File: src/rtl/chn_cmd_pkg.sv
package chn_cmd_pkg;

  localparam logic [7:0] SYNC_A    = 8'h55;
  localparam logic [7:0] SYNC_B    = 8'hAA;
  localparam int         SHORT_LEN = 5;
  localparam int         BCAST_POS = 4;
  localparam logic [4:0] CRC_SEED  = 5'h1F;
  localparam logic [5:0] CMD_GROUP = 6'b010000;

  typedef enum logic [2:0] {
    PS_HUNT_A,
    PS_HUNT_B,
    PS_CMD,
    PS_LEN,
    PS_BODY
  } pstate_t;

  typedef enum logic [1:0] {
    OP_SETADDR  = 2'd0,
    OP_WRITE    = 2'd1,
    OP_READ     = 2'd2,
    OP_INACTIVE = 2'd3
  } op_t;

  typedef struct packed {
    logic [7:0] cmd;
    logic [7:0] len;
    logic [7:0] dst;
    logic [7:0] idx;
  } hdr_t;

  // x^5+x^2+1, MSB first, one byte per call
  function automatic logic [4:0] crc5_next(input logic [4:0] c, input logic [7:0] b);
    logic [4:0] r;
    logic       fb;
    r = c;
    for (int i = 7; i >= 0; i--) begin
      fb = r[4] ^ b[i];
      r  = {r[3], r[2], r[1] ^ fb, r[0], fb};
    end
    return r;
  endfunction

endpackage

File: src/rtl/chn_crc5_acc.sv
module chn_crc5_acc
  import chn_cmd_pkg::*;
(
  input  logic       clk,
  input  logic       rst_n,
  input  logic       start,
  input  logic       en,
  input  logic [7:0] din,
  output logic [4:0] crc
);

  logic [4:0] crc_q;
  logic [4:0] base;

  assign base = start ? CRC_SEED : crc_q;

  always_ff @(posedge clk) begin
    if (!rst_n) begin
      crc_q <= CRC_SEED;
    end else if (en) begin
      crc_q <= crc5_next(base, din);
    end
  end

  assign crc = crc_q;

endmodule

File: src/rtl/chn_frame_parser.sv
module chn_frame_parser
  import chn_cmd_pkg::*;
#(
  parameter int DATA_BYTES = 4
) (
  input  logic                    clk,
  input  logic                    rst_n,
  input  logic                    in_valid,
  input  logic [7:0]              in_data,
  output logic                    frm_ok,
  output logic                    crc_err,
  output hdr_t                    hdr,
  output logic [8*DATA_BYTES-1:0] payload
);

  localparam int         DATA_W   = 8 * DATA_BYTES;
  localparam int         LONG_LEN = SHORT_LEN + DATA_BYTES;
  localparam int         CNT_W    = $clog2(LONG_LEN + 1);
  localparam logic [7:0] LEN_S    = 8'(SHORT_LEN);
  localparam logic [7:0] LEN_L    = 8'(LONG_LEN);

  pstate_t            state_q;
  hdr_t               hdr_q;
  logic [DATA_W-1:0]  data_q;
  logic [CNT_W-1:0]   cnt_q;
  logic               ok_q;
  logic               err_q;

  logic               byte_take;
  logic               len_bad;
  logic               body_last;
  logic               crc_match;
  logic               crc_start;
  logic               crc_en;
  logic [4:0]         crc_now;

  assign byte_take = in_valid;
  assign len_bad   = byte_take && (state_q == PS_LEN) &&
                     (in_data != LEN_S) && (in_data != LEN_L);
  assign body_last = (cnt_q == CNT_W'(hdr_q.len - 8'd3));
  assign crc_match = (in_data == {3'b000, crc_now});
  assign crc_start = (state_q == PS_CMD);
  assign crc_en    = byte_take && ((state_q == PS_CMD) || (state_q == PS_LEN) ||
                                   ((state_q == PS_BODY) && !body_last));

  chn_crc5_acc u_crc (
    .clk   (clk),
    .rst_n (rst_n),
    .start (crc_start),
    .en    (crc_en),
    .din   (in_data),
    .crc   (crc_now)
  );

  always_ff @(posedge clk) begin
    if (!rst_n) begin
      state_q <= PS_HUNT_A;
      hdr_q   <= '0;
      data_q  <= '0;
      cnt_q   <= '0;
      ok_q    <= 1'b0;
      err_q   <= 1'b0;
    end else begin
      ok_q  <= 1'b0;
      err_q <= 1'b0;
      if (byte_take) begin
        unique case (state_q)
          PS_HUNT_A: begin
            if (in_data == SYNC_A) state_q <= PS_HUNT_B;
          end
          PS_HUNT_B: begin
            if (in_data == SYNC_B)      state_q <= PS_CMD;
            else if (in_data != SYNC_A) state_q <= PS_HUNT_A;
          end
          PS_CMD: begin
            hdr_q.cmd <= in_data;
            state_q   <= PS_LEN;
          end
          PS_LEN: begin
            hdr_q.len <= in_data;
            cnt_q     <= '0;
            state_q   <= len_bad ? PS_HUNT_A : PS_BODY;
          end
          PS_BODY: begin
            if (body_last) begin
              ok_q    <= crc_match;
              err_q   <= !crc_match;
              state_q <= PS_HUNT_A;
            end else begin
              cnt_q <= cnt_q + 1'b1;
              if (cnt_q == '0)
                hdr_q.dst <= in_data;
              else if (cnt_q == CNT_W'(1))
                hdr_q.idx <= in_data;
              else
                data_q <= {data_q[DATA_W-9:0], in_data};
            end
          end
          default: state_q <= PS_HUNT_A;
        endcase
      end
    end
  end

  assign frm_ok  = ok_q;
  assign crc_err = err_q;
  assign hdr     = hdr_q;
  assign payload = data_q;


  sync_entry_chk: assert property (@(posedge clk) disable iff (!rst_n)
    ((state_q == PS_CMD) && ($past(state_q) != PS_CMD)) |->
      ($past(in_data) == SYNC_B && $past(in_valid)));


  len_bad_hunt_chk: assert property (@(posedge clk) disable iff (!rst_n)
    len_bad |=> (state_q == PS_HUNT_A) && !crc_err);


  err_pulse_chk: assert property (@(posedge clk) disable iff (!rst_n)
    crc_err |=> !crc_err);


  ok_err_excl_chk: assert property (@(posedge clk) disable iff (!rst_n)
    !(frm_ok && crc_err));


  err_to_hunt_chk: assert property (@(posedge clk) disable iff (!rst_n)
    crc_err |-> (state_q == PS_HUNT_A));

endmodule

File: src/rtl/chn_cmd_exec.sv
module chn_cmd_exec
  import chn_cmd_pkg::*;
#(
  parameter int DATA_BYTES = 4
) (
  input  logic                    clk,
  input  logic                    rst_n,
  input  logic                    frm_ok,
  input  hdr_t                    hdr,
  input  logic [8*DATA_BYTES-1:0] payload,
  output logic                    relay_en,
  output logic [7:0]              chip_addr,
  output logic                    addr_valid,
  output logic                    wr_en,
  output logic [7:0]              wr_idx,
  output logic [8*DATA_BYTES-1:0] wr_data,
  output logic                    rd_req,
  output logic [7:0]              rd_idx
);

  localparam int         DATA_W = 8 * DATA_BYTES;
  localparam logic [7:0] LEN_S  = 8'(SHORT_LEN);
  localparam logic [7:0] LEN_L  = 8'(SHORT_LEN + DATA_BYTES);

  logic [7:0]        base_code;
  logic              bcast;
  logic              known;
  op_t               op;
  logic              len_fit;
  logic              targeted;
  logic              set_hit;
  logic              wr_hit;
  logic              rd_hit;
  logic              inact_hit;

  logic              relay_q;
  logic [7:0]        addr_q;
  logic              valid_q;
  logic              wr_q;
  logic [7:0]        wr_idx_q;
  logic [DATA_W-1:0] wr_data_q;
  logic              rd_q;
  logic [7:0]        rd_idx_q;

  always_comb begin
    base_code = hdr.cmd;
    base_code[BCAST_POS] = 1'b0;
    bcast     = hdr.cmd[BCAST_POS];
    known     = (base_code[7:2] == CMD_GROUP);
    op        = op_t'(base_code[1:0]);
    len_fit   = (op == OP_WRITE) ? (hdr.len == LEN_L) : (hdr.len == LEN_S);
    targeted  = bcast || (valid_q && (hdr.dst == addr_q));
  end

  assign set_hit   = frm_ok && known && len_fit && (op == OP_SETADDR) && !valid_q;
  assign wr_hit    = frm_ok && known && len_fit && (op == OP_WRITE) && targeted;
  assign rd_hit    = frm_ok && known && len_fit && (op == OP_READ) && targeted;
  assign inact_hit = frm_ok && known && len_fit && (op == OP_INACTIVE) && targeted;

  always_ff @(posedge clk) begin
    if (!rst_n) begin
      relay_q   <= 1'b1;
      addr_q    <= '0;
      valid_q   <= 1'b0;
      wr_q      <= 1'b0;
      wr_idx_q  <= '0;
      wr_data_q <= '0;
      rd_q      <= 1'b0;
      rd_idx_q  <= '0;
    end else begin
      wr_q <= wr_hit;
      rd_q <= rd_hit;
      if (wr_hit) begin
        wr_idx_q  <= hdr.idx;
        wr_data_q <= payload;
      end
      if (rd_hit) rd_idx_q <= hdr.idx;
      if (set_hit) begin
        addr_q  <= hdr.dst;
        valid_q <= 1'b1;
        relay_q <= 1'b1;
      end else if (inact_hit) begin
        relay_q <= 1'b0;
      end
    end
  end

  assign relay_en   = relay_q;
  assign chip_addr  = addr_q;
  assign addr_valid = valid_q;
  assign wr_en      = wr_q;
  assign wr_idx     = wr_idx_q;
  assign wr_data    = wr_data_q;
  assign rd_req     = rd_q;
  assign rd_idx     = rd_idx_q;


  addr_sticky_chk: assert property (@(posedge clk) disable iff (!rst_n)
    addr_valid |=> addr_valid && $stable(chip_addr));


  set_opens_relay_chk: assert property (@(posedge clk) disable iff (!rst_n)
    set_hit |=> relay_en && addr_valid);


  inactive_closes_chk: assert property (@(posedge clk) disable iff (!rst_n)
    inact_hit |=> !relay_en);


  wr_from_frame_chk: assert property (@(posedge clk) disable iff (!rst_n)
    wr_en |-> $past(frm_ok));


  wr_rd_excl_chk: assert property (@(posedge clk) disable iff (!rst_n)
    !(wr_en && rd_req));

endmodule

File: src/rtl/chn_cmd_rx.sv
module chn_cmd_rx
  import chn_cmd_pkg::*;
#(
  parameter int DATA_BYTES = 4
) (
  input  logic                    clk,
  input  logic                    rst_n,
  input  logic                    in_valid,
  input  logic [7:0]              in_data,
  input  logic                    chain_in,
  output logic                    chain_out,
  output logic                    wr_en,
  output logic [7:0]              wr_idx,
  output logic [8*DATA_BYTES-1:0] wr_data,
  output logic                    rd_req,
  output logic [7:0]              rd_idx,
  output logic                    crc_err,
  output logic [7:0]              chip_addr,
  output logic                    addr_valid
);

  logic                    frm_ok;
  hdr_t                    hdr;
  logic [8*DATA_BYTES-1:0] payload;
  logic                    relay_en;

  chn_frame_parser #(.DATA_BYTES(DATA_BYTES)) u_parser (
    .clk      (clk),
    .rst_n    (rst_n),
    .in_valid (in_valid),
    .in_data  (in_data),
    .frm_ok   (frm_ok),
    .crc_err  (crc_err),
    .hdr      (hdr),
    .payload  (payload)
  );

  chn_cmd_exec #(.DATA_BYTES(DATA_BYTES)) u_exec (
    .clk        (clk),
    .rst_n      (rst_n),
    .frm_ok     (frm_ok),
    .hdr        (hdr),
    .payload    (payload),
    .relay_en   (relay_en),
    .chip_addr  (chip_addr),
    .addr_valid (addr_valid),
    .wr_en      (wr_en),
    .wr_idx     (wr_idx),
    .wr_data    (wr_data),
    .rd_req     (rd_req),
    .rd_idx     (rd_idx)
  );

  assign chain_out = chain_in & relay_en;


  relay_gate_chk: assert property (@(posedge clk) disable iff (!rst_n)
    (!chain_in) |-> !chain_out);

endmodule

File: config.mk
export PLATFORM = sky130hd
export DESIGN_NAME = chn_cmd_rx
export DESIGN_NICKNAME = d
export VERILOG_FILES = /design/src/rtl/chn_cmd_pkg.sv /design/src/rtl/chn_crc5_acc.sv /design/src/rtl/chn_frame_parser.sv /design/src/rtl/chn_cmd_exec.sv /design/src/rtl/chn_cmd_rx.sv
export SDC_FILE = /design/constraint.sdc
export NUM_CORES = 1
export LEC_CHECK = 0
export BUFFER_PORTS_ARGS = -buffer_cell sky130_fd_sc_hd__buf_2
export CORE_MARGIN = 2
export CORE_UTILIZATION = 28
export CTS_CLUSTER_SIZE = 8
export DETAILED_ROUTE_END_ITERATION = 8
export HOLD_SLACK_MARGIN = 0.08
export PLACE_DENSITY = 0.5
export SLEW_MARGIN = 20
export SYNTH_ARGS = -nofsm -noshare
export SYNTH_HDL_FRONTEND = slang
export SYNTH_SLANG_ARGS = --single-unit
File: constraint.sdc
create_clock -name clk -period 2.21 [get_ports clk]
set_input_delay 0.221 -clock clk [delete_from_list [all_inputs] [get_ports clk]]
set_output_delay 0.221 -clock clk [all_outputs]
set_load 0.005 [all_outputs]
Yosys cells after proc, flatten, opt, wreduce, memory -nomap -nowiden
Index checks and enable logic that the tools add are counted.
- logic and storage cells: 109
- input port bits: 12
- output and inout bits: 61
- flip-flop bits (word level): 138
- reductions and logical operators: 35
- equality and inequality tests: 23
- muxes and demuxes: 10
- add/sub/neg operators: 2
- bitwise operators: 21
- operators with widths (kind ; count):
    $logic_and 1x1->1 ; 16
    $xor 1x1->1 ; 16
    $mux 3 ; 5
    $pmux 3 s5 ; 1
    $reduce_and 4->1 ; 3
    $reduce_and 5->1 ; 2
    $eq 8x3->1 const B ; 1
    $eq 8x4->1 const B ; 1
    $eq 8x5->1 ; 1
    $eq 8x7->1 const B ; 1
    $eq 8x8->1 ; 1
    $eq 8x8->1 const B ; 1
    $ne 8x3->1 const B ; 1
    $ne 8x4->1 const B ; 1
    $ne 8x7->1 const B ; 1
    $pmux 4 s2 ; 1
    $eq 3x2->1 const B ; 2
    $eq 5x4->1 const B ; 1
    $mux 5 ; 1
    $add 4x1->4 const B ; 1
    $eq 2x2->1 const B ; 2
    $eq 4x1->1 const B ; 1
    $eq 4x4->1 ; 1
    $logic_not 4->1 ; 1
    19 further kinds ; 28

Depth between registers and ports, before layout
- word-level depth: 8
- gate-level depth with buffers: 8
- gate-level depth less buffers: 7

By module
From an unflattened synthesis, not the netlist that was laid out.
- cells, all modules: 655
- area total of the unflattened synthesis: 5959.5 um^2
- modules (own cells, without submodules) (module ; cells each ; instances ; seq. area each (um^2) ; area each (um^2)):
    chn_frame_parser ; 326 ; 1 ; 1461.4 ; 3042.9
    chn_cmd_exec ; 283 ; 1 ; 1201.2 ; 2514.9
    chn_crc5_acc ; 45 ; 1 ; 100.1 ; 395.4
    chn_cmd_rx ; 1 ; 1 ; 0.0 ; 6.3

Worst setup path before layout
Ideal clock, no wire load.
- path kind: flip-flop to flip-flop
- start: register u_parser.hdr_q (netlist bit u_parser.hdr[17])
- end: register u_parser.data_q[2], in the netlist u_parser.payload[2]
- arrival time: 1.849 ns
- stages on the path, launching flop included: 9
- clock period less this slack: 1.977 ns
- setup time: 0.128 ns
- buffers on the path: 1
- data required time: 2.082 ns
- path slack: 0.233 ns
- cell sequence: dfxtp_1 -> inv_1 -> ha_1 -> xnor2_1 -> nor3_4 -> a221oi_4 -> buf_6 -> mux2i_1 -> nor2_1
- cells in the longest elaborated chain, start to end: 4
- ends and longest elaborated chain (item ; RTL line ; source):
    from (decl) ; chn_frame_parser.sv:23 ; hdr_t hdr_q;
    $sub 4x2->4 ; chn_frame_parser.sv:40 ; assign body_last = (cnt_q == CNT_W'(hdr_q.len - 8'd3));
    $eq 4x4->1 ; chn_frame_parser.sv:40 ;
    $not 1->1 (no line) ; -- ;
    $reduce_and 5->1 (no line) ; -- ;
    to (signal assigned) ; chn_frame_parser.sv:96 ; data_q <= {data_q[DATA_W-9:0], in_data};
    to (decl) ; chn_frame_parser.sv:24 ; logic [DATA_W-1:0] data_q;
Every way passes these cells.
A chain may end at the register's enable or synchronous reset.

Final worst setup path
- start: register u_parser.hdr_q (netlist bit u_parser.hdr[16])
- end: register u_parser.data_q[14], in the netlist u_parser.payload[14]
The elaborated chain is that of the path after synthesis.

==> metrics.md <==
| Metric | Value |
|---|---|
| # hold bufs at CTS | `0` |
| Fin area | `0.00721 mm²` |
| Die width | `approximately 150 µm` |
| CTS tree | `yes` |
| Die Ht | `roughly 150 µm` |
| Grt ovf | `0` |
| # IOs | `73` |
| Final Hold Fails | `0` |
| Number of synthesized flops with an enable pin | `0` |
| Post-detailed-route via-to-cell ratio | `4.60` |
| Net Count, Synth | `between 600 and 700` |
| GRT Total Usage | `0.141` |
| Clock Skews | `7.24 ps` |
| Worst skew pair latency | `410 ps` |
| Average wire per standard cell | `between 15 and 20 µm` |
| Die ar. | `0.0223 mm²` |
| Worst R2R Path Depth | `8` |
| CTS sink cnt | `138` |
| DRC | `0` |
| Hold depth | `3` |
| Async set or reset register ratio after synthesis | `0` |
| Num CTS Buffers | `17` |
| CTS H-tree depth | `4` |
| Clk slew on worst S/H paths | `60 ps` |
| Dpl cell area | `approximately 0.0066 mm²` |
| Critical Path RT | `2490 ps` |
| Number of synthesis warnings | `0` |
| Met3 wire len | `634 µm` |
| Final setup vio count | `0` |
| Final period utilization | `0.931` |
| Antenna Cells | `0` |
| CP startpoint kind | `flop` |
| PortBufs | `72` |
| Dpl hpwl | `10000 µm` |
| Post-synth top flop | `dfxtp_1` |
| Worst slew pin tran | `~670 ps` |
| Syn Area/Cell | `9.04 µm²` |
| First-pass GRT wire length | `around 24000 µm` |
| Crit path launch | `u_parser.hdr[16]$_SDFFE_PN0P_` |
| Hold_sp | `in_data[6]` |
| Slew headroom | `0.551` |
| Status | `completed` |
| DR vias | `4614` |
| Min cycle time layout | `roughly 2000 ps` |
| Hold Path Class | `input pin to flop` |
| Rows | `53` |
| Core Area | `0.0208 mm²` |
| Post-Syn Area | `0.00590 mm²` |
| Routed WL | `15200 µm` |
| Met1 WL | `7610 µm` |
| Top cell type's share of synthesized area | `0.468` |
| Detailed Route Iter0 Violations | `between 200 and 300` |
| Max Freq | `0.486 GHz` |
| Largest net degree at the start of global routing | `108` |
| WL met2 | `6800 µm` |
| Yosys reg bits | `between 100 and 150` |
| Post-synth cell types | `48` |
| Share of cells above drive strength 1 | `0.191` |
| Reg2Reg Launch Point | `u_parser.hdr[16]$_SDFFE_PN0P_` |
| Sequential-to-total area share from yosys stat | `0.468` |
| Initial antenna violation count | `1` |
| Cell accounting for the most synthesized area | `dfxtp_1` |
| Setup Crit Path Kind | `flop to flop` |
| Post-route ant nets | `0` |
| # Max-Cap Violations | `0` |
| Drt first pass iters | `4` |
| Crit path arrival time | `2340 ps` |
| P&R area growth vs syn | `22.2%` |
| Power per cell area | `774 mW/mm²` |
| DR top layer | `met4` |
| Starting Density | `0.283` |
| P_leak | `0.00284 µW` |
| Vias in the first global route | `4400` |
| WHS | `197 ps` |
| Gate Count Post-Synth | `653` |
| Synth area leaders | `dfxtp_1, mux2i_1, a21oi_1` |
| Final #Nets | `732` |
| TNS Setup | `0 ps` |
| Crit end category | `flop` |
| CP Max Fanout | `16` |
| Placer Congestion | `0.745` |
| CTS root buf | `clkbuf_16` |
| Clock buffer depth | `2` |
| Max-slew violations | `0` |
| Worst vdd ir | `between 0.0004 and 0.0005 V` |
## kinds of logic (layout without fill, tap and decap cells)
kind of cell / Yosys count / count (layout) / share of synthesized area
compound gates: 126 / 126 / 0.117
xor+xnor: 40 / 40 / 0.0710
fa+ha+maj: 5 / 5 / 0.0106
buf+inv: 60 / 134 / 0.0473
flops: 138 / 138 / 0.468
mux: 67 / 67 / 0.114
simple gates: 217 / 217 / 0.172
## power by group
| part | total, µW | internal (µW) | leakage, µW | switching [µW] |
|---|---|---|---|---|
| Clock | 2770 | 1740 | 0.000280 | 1030 |
| Combinational | 288 | 114 | 0.00144 | 174 |
| Sequential | 2520 | 2500 | 0.00111 | 17.1 |
| Total | 5580 | 4360 | 0.00284 | 1220 |
## cell type report
class / count / area [µm²]
Clock buffer: 24 / 482
Clock inverter: 7 / 91.3
Fill cell: 2227 / 13600
Inverter: 6 / 23.8
Multi-Input combinational cell: 455 / 2890
Sequential cell: 138 / 2760
Tap cell: 275 / 344
Timing Repair Buffer: 97 / 616
## cell usage after synthesis, types with 2 or more instances
cell type and number:
buf_2 7, nor2_1 52, nand4b_1 3, nor2b_1 3
mux2i_1 66, o21ai_0 47, buf_6 4, nand3_1 44
a211oi_1 2, clkbuf_1 38, nor4b_1 4, nand2b_1 2
buf_4 4, and2_1 4, ha_1 5, nor3_1 8
inv_1 5, xor2_1 21, xnor3_1 5, dfxtp_1 138
nor4_1 5, a21oi_1 68, or3_1 3, xnor2_1 14
nand2_1 78
## path summary, 6_finish.rpt
path | end | slack, ps
max reg2reg | u_parser.payload[14]$_SDFFE_PN0P_ | 150
min reg2reg | u_exec.rd_idx[4]$_SDFFE_PN0P_ | 450
max | u_parser.payload[14]$_SDFFE_PN0P_ | 150
min | u_parser.hdr[22]$_SDFFE_PN0P_ | 200
## cells in the final DEF, fill, tap and decap left out, drive strengths merged, types with 2 or more instances in the layout
| cell | n |
|---|---|
| a211oi | 2 |
| a21oi | 69 |
| and2 | 4 |
| buf | 96 |
| bufinv | 2 |
| clkbuf | 25 |
| clkinv | 5 |
| dfxtp | 138 |
| ha | 5 |
| inv | 5 |
| mux2i | 66 |
| nand2 | 78 |
| nand2b | 2 |
| nand3 | 45 |
| nand4b | 3 |
| nor2 | 52 |
| nor2b | 3 |
| nor3 | 9 |
| nor4 | 5 |
| nor4b | 4 |
| o21ai | 47 |
| or3 | 3 |
| xnor2 | 14 |
| xnor3 | 5 |
| xor2 | 21 |
## worst max-delay path, stage by stage (launching register included)
cell and delay [ps]:
dfxtp_1 420, ha_1 300, xnor2_2 160, nor3_4 350, a221oi_4 110, buf_4 190, clkbuf_16 190, mux2i_1 150
nor2_1 50
## flip-flops by register name (all words and copies together), names as in the netlist
name	count
u_exec.rd_idx	8
u_parser.cnt_q	4
u_exec.chip_addr	8
u_exec.relay_en	1
u_exec.addr_valid	1
u_parser.u_crc.crc	5
u_exec.wr_en	1
u_parser.crc_err	1
u_parser.frm_ok	1
u_exec.wr_data	32
u_parser.state_q	3
u_parser.payload	32
u_parser.hdr	32
u_exec.rd_req	1
u_exec.wr_idx	8
## stage by stage
step	setup WS [ps]	cells	total power (µW)	util
after floorplan	233	653	2790	-
after global placement	152	969	2870	0.317
after detailed placement	86.8	969	2870	0.317
after CTS	47.4	1000	5650	0.344
after global routing	-0.699	1002	5790	0.346
final	153	1002	5580	0.346
## routing by layer
layer / up-vias / track usage
li1: 2364 / -
met1: 2171 / 0.201
met2: 72 / 0.206
met3: 7 / 0.0394
met4: 0 / 0.0386
met5: - / 0
## what timing repair did
item,in CTS,in global routing
resized for setup,0,2
endpoints found under the setup margin,0,31
buffers inserted,0,1
(Power assumes the default switching activity.)
